### config.mk
export PLATFORM = sky130hd
export DESIGN_NAME = clkdiv_sel_top
export DESIGN_NICKNAME = d
export VERILOG_FILES = /design/src/rtl/clkdiv_pkg.sv /design/src/rtl/clkdiv_gate_ctrl.sv /design/src/rtl/clkdiv_counter.sv /design/src/rtl/clkdiv_outsel.sv /design/src/rtl/clkdiv_sel_top.sv
export SDC_FILE = /design/constraint.sdc
export NUM_CORES = 1
export LEC_CHECK = 0
export BUFFER_PORTS_ARGS = -buffer_cell sky130_fd_sc_hd__clkbuf_2
export CAP_MARGIN = 0
export CORE_AREA = 2 2 39 41
export CTS_BUF_LIST = sky130_fd_sc_hd__clkbuf_16
export CTS_CLUSTER_SIZE = 24
export DETAILED_ROUTE_END_ITERATION = 10
export DIE_AREA = 0 0 41 43
export PLACE_DENSITY_LB_ADDON = 0.3
export SYNTH_ARGS = -nofsm -noshare
export SYNTH_HDL_FRONTEND = slang
export SYNTH_SLANG_ARGS = --single-unit
### constraint.sdc
create_clock -name clk -period 1.2 [get_ports clk]
set_input_delay 0.12 -clock clk [delete_from_list [all_inputs] [get_ports clk]]
set_output_delay 0.12 -clock clk [all_outputs]
set_load 0.02 [all_outputs]
### src/rtl/clkdiv_pkg.sv
package clkdiv_pkg;
  typedef enum logic {
    RATIO_SLOW = 1'b0,
    RATIO_FAST = 1'b1
  } ratio_e;
endpackage

### src/rtl/clkdiv_gate_ctrl.sv
module clkdiv_gate_ctrl
  import clkdiv_pkg::*;
(
  input  logic   clk,
  input  logic   mr,
  input  logic   en_n,
  input  logic   fsel,
  output logic   run_q,
  output ratio_e ratio_q
);
  // Captured on the falling edge: the gated clock is low whenever these move.
  always_ff @(negedge clk) begin
    if (mr) begin
      run_q   <= 1'b0;
      ratio_q <= RATIO_SLOW;
    end else begin
      run_q <= ~en_n;
      if (!en_n) ratio_q <= ratio_e'(fsel);
    end
  end

  // The gate closes on the falling edge after a stop request.
  assert_gate_close_R6: assert property (@(negedge clk) disable iff (mr)
    en_n |=> !run_q);
endmodule

### src/rtl/clkdiv_counter.sv
module clkdiv_counter #(
  parameter int CNT_W = 3
) (
  input  logic             clk,
  input  logic             mr,
  input  logic             run,
  output logic [CNT_W-1:0] cnt_q,
  output logic [CNT_W-1:0] cnt_nxt
);
  // Down counter: the first step from zero sets every bit, aligning all rises.
  always_comb begin
    cnt_nxt = cnt_q;
    if (run) cnt_nxt = cnt_q - CNT_W'(1);
  end

  always_ff @(posedge clk) begin
    if (mr) cnt_q <= '0;
    else    cnt_q <= cnt_nxt;
  end

  assert_release_clean_R5: assert property (@(posedge clk) disable iff (mr)
    $fell(mr) |-> (cnt_q == '0));

  assert_count_hold_R4: assert property (@(posedge clk) disable iff (mr)
    !run |=> $stable(cnt_q));
endmodule

### src/rtl/clkdiv_outsel.sv
module clkdiv_outsel
  import clkdiv_pkg::*;
#(
  parameter int NUM_OUT = 3
) (
  input  logic               clk,
  input  logic               mr,
  input  logic               run,
  input  ratio_e             ratio,
  input  logic [NUM_OUT-1:0] cnt_nxt,
  output logic [NUM_OUT-1:0] q_reg
);
  logic [NUM_OUT-1:0] pick;
  logic               fast;

  assign fast = (ratio == RATIO_FAST);

  // Fast set shifts every registered output down by one stage; the lowest
  // register is parked low because the pass-through path drives output 0.
  generate
    for (genvar i = 0; i < NUM_OUT; i++) begin : g_pick
      if (i == 0) begin : g_low
        assign pick[i] = fast ? 1'b0 : cnt_nxt[0];
      end else begin : g_up
        assign pick[i] = fast ? cnt_nxt[i-1] : cnt_nxt[i];
      end
    end
  endgenerate

  always_ff @(posedge clk) begin
    if (mr)       q_reg <= '0;
    else if (run) q_reg <= pick;
  end

  assert_out_hold_R4: assert property (@(posedge clk) disable iff (mr)
    !run |=> $stable(q_reg));
endmodule

### src/rtl/clkdiv_sel_top.sv
module clkdiv_sel_top
  import clkdiv_pkg::*;
#(
  parameter int NUM_OUT = 3
) (
  input  logic               clk,
  input  logic               mr,
  input  logic               en_n,
  input  logic               fsel,
  output logic [NUM_OUT-1:0] q_out
);
  localparam int CNT_W = NUM_OUT;

  logic               run_q;
  ratio_e             ratio_q;
  logic [CNT_W-1:0]   cnt_q;
  logic [CNT_W-1:0]   cnt_nxt;
  logic [NUM_OUT-1:0] q_reg;
  logic               fast;

  clkdiv_gate_ctrl u_ctrl (
    .clk     (clk),
    .mr      (mr),
    .en_n    (en_n),
    .fsel    (fsel),
    .run_q   (run_q),
    .ratio_q (ratio_q)
  );

  clkdiv_counter #(.CNT_W(CNT_W)) u_cnt (
    .clk     (clk),
    .mr      (mr),
    .run     (run_q),
    .cnt_q   (cnt_q),
    .cnt_nxt (cnt_nxt)
  );

  clkdiv_outsel #(.NUM_OUT(NUM_OUT)) u_sel (
    .clk     (clk),
    .mr      (mr),
    .run     (run_q),
    .ratio   (ratio_q),
    .cnt_nxt (cnt_nxt),
    .q_reg   (q_reg)
  );

  assign fast = (ratio_q == RATIO_FAST);

  // Divide-by-1 path: clock gated by a falling-edge register, so it is glitch free.
  assign q_out[0] = (clk & run_q & fast) | (q_reg[0] & ~fast);

  generate
    if (NUM_OUT > 1) begin : g_upper
      assign q_out[NUM_OUT-1:1] = q_reg[NUM_OUT-1:1];

      assert_align_R3: assert property (@(posedge clk) disable iff (mr)
        (cnt_q == '1) |-> (&q_reg[NUM_OUT-1:1]));
    end
  endgenerate
endmodule

==> results.toml <==
[placed_design]
dp_hpwl_um = 529
place_ws_ps = -356
port_buffers = 6
globalplace.congestion = 0.673

[yosys]
synth_nets = 45
synth_cell_types = 23
yosys-top-cells-area = "dfxtp_1, buf_4, mux2i_1"
synth_top_family_by_area = "simple AND/OR/NAND/NOR gates"
yosys_warnings = 0
synth-xor-area-share_pct = 4.53
synthFlopType = "dfxtp_1"
synth_largest_area_cell = "dfxtp_1"
yosysSeqAreaShare_pct = 41.4
synth_mux_area_share_pct = 5.18
yosysTopAreaCellShare_pct = 41.4
synthTopCellsByCount = "dfxtp_1, nor2_1, inv_1, buf_4, mux2i_1"
synth_cells = 40
synth_compound_area_share_pct = 14.2
synth-edff-count = 0
synthAdderAreaFrac_pct = 3.24
ys_async_sr_fraction_pct = 0
synth_area_um2 = 387
yosysMostFrequentCell = "dfxtp_1"
synth.avg_cell_area_um2 = 9.67
synth-seq-cells = 8
synth_simple_gate_area_share_pct = 18.8

[global_route]
antenna_found_initial = 0
grt_pass1_wl_mm = 1.63
grt_max_degree = 9
grt_overflow = 0
grt_pass1_vias = 423
grt_usage_pct = 15.9

[pwr]
irDropWorstVdd_v = 0.000921
p_leak_nw = 0.322
p_per_area_mw_per_mm2 = 2180

[worst_setup_path]
path_max_fanout = 4
slowest_delay_ps = 340
startpoint_type = "flop"
end_kind = "primary output"
path_cells = "buf_6 -> o21ai_4 -> buf_8"
critical_path_class = "flop to primary output"
critPathTopFamily = "flip-flops"
slowest_stage = "dfxtp_4"
worstPathRequired_ps = 1080
cp.arrival_ps = 1750
crit_buf_inv = 2
regToRegSetupSlack_ps = -540

[flow_run]
drv_cap = 0

[sta]
worstMarginPinSlew_ps = 192
rsz0062_at_grt = "yes"
finalHoldViolCount = 0
finalSetupViolCount = 10
slew_violations = 0
setup_slack_ps = -669
hold_ws_ps = 454
relSlewSlack_pct = 87.2
fin_skew_ps = 95.5

[routing]
drt-vias-per-instance = 4.64
wl_per_cell_um = 11.8
wirelength_um = 905
ant_nets = 0
dr.pass1.iters = 3
drt_iter0_drc = 2
num_vias = 357
drc = 0

[die]
core_mm2 = 0.00138
boundaryPins = 7
start_util_pct = 27.9
dieArea_mm2 = 0.00176
rows = 14
fp.dieW_um = 41
die_h_um = 43

[cts]
clkTransAtPathRegs_ps = 30
cts_tree = "done"
clock_latency_ps = 440

[final_layout]
nets = 68
diodes = 0
area_growth_syn_to_layout_pct = 84.5
drive_gt1_share_pct = 52.5

[hold_path]
hp-class = "input port to flop"

[outcome]
status = "complete, but fails checks"
violations = "setup timing"
## routing by layer
layer	track usage, %	vias to the layer above	part of all wire [%]
li1	-	176	-
met1	14.5	160	42
met4	21.3	0	4.1
met2	18.8	16	48
met5	0	-	0
met3	11.0	5	5.7
## timing repair
item / in CTS / in global routing
setup endpoints to repair: 10 / 11
hold buffers: 1 / 0
cloned: 0 / 0
pin swaps: 5 / 1
setup buffers: 3 / 0
endpoints found under the hold margin: 1 / 0
gates resized for setup: 11 / 4
## stage by stage
stage                     util (%)  setup TNS, ps  total power [mW]  instance area, um2  instances
after detailed placement      33.9          -1820             0.457                 469         66
after global routing          51.5          -3620              1.62                 713         77
final                         51.5          -3270              1.56                 713         77
after global placement        33.9          -1730             0.456                 469         66
after CTS                     50.5          -3260              1.56                 699         77
after floorplan                  -          -1370             0.412                 393         40
## logic make-up (layout without fill, tap and decap cells)
family / after synthesis / in the layout
flops: 8 / 8
mux: 2 / 2
simple gates: 12 / 12
buf+inv: 8 / 29
fa+ha+maj: 1 / 1
compound gates: 7 / 7
xor+xnor: 2 / 2
## final timing paths
check                         to  cells past startpoint      startpoint
setup / recovery        q_out[0]                      3  u_ctrl.ratio_q
hold / removal      u_ctrl.run_q                      2            en_n
setup reg to reg  u_sel.q_reg[2]                      3    u_ctrl.run_q
hold reg to reg   u_sel.q_reg[1]                      1  u_sel.q_reg[1]
## layout by cell type, fill, tap and decap left out
cell	Yosys	routed
nand3_1	1	1
o21ai_4	0	1
xnor2_2	0	1
dfxtp_4	0	2
a21oi_2	1	2
dfxtp_2	0	1
inv_1	4	5
nor2b_1	1	1
ha_1	1	1
dlygate4sd3_1	0	1
a211oi_2	0	1
nor3b_1	1	1
dfxtp_1	8	5
a22o_1	1	1
and4bb_1	1	1
nand2b_1	1	1
buf_4	3	7
xor2_1	1	1
buf_8	0	1
mux2i_1	2	2
or3b_1	1	1
a21bo_1	1	1
nor2_2	0	1
nor2_1	5	4
a221o_1	1	1
nand3b_1	1	1
clkbuf_16	0	6
clkbuf_2	0	5
buf_6	1	4
## where the power goes
part | leakage (nW) | switching (mW) | internal [mW] | total, mW
clock network | 0.0974 | 0.226 | 0.877 | 1.10
logic | 0.157 | 0.0676 | 0.0860 | 0.154
registers | 0.0676 | 0.0137 | 0.287 | 0.301
## area by class of cell
class,instances,area (um2)
Fill cell,125,671
Tap cell,16,20.0
Multi-Input combinational cell,24,208
Timing Repair Buffer,17,133
Clock buffer,7,165
Inverter,3,11.3
Sequential cell,8,169
Clock inverter,2,7.51
(Power assumes the default switching activity.)
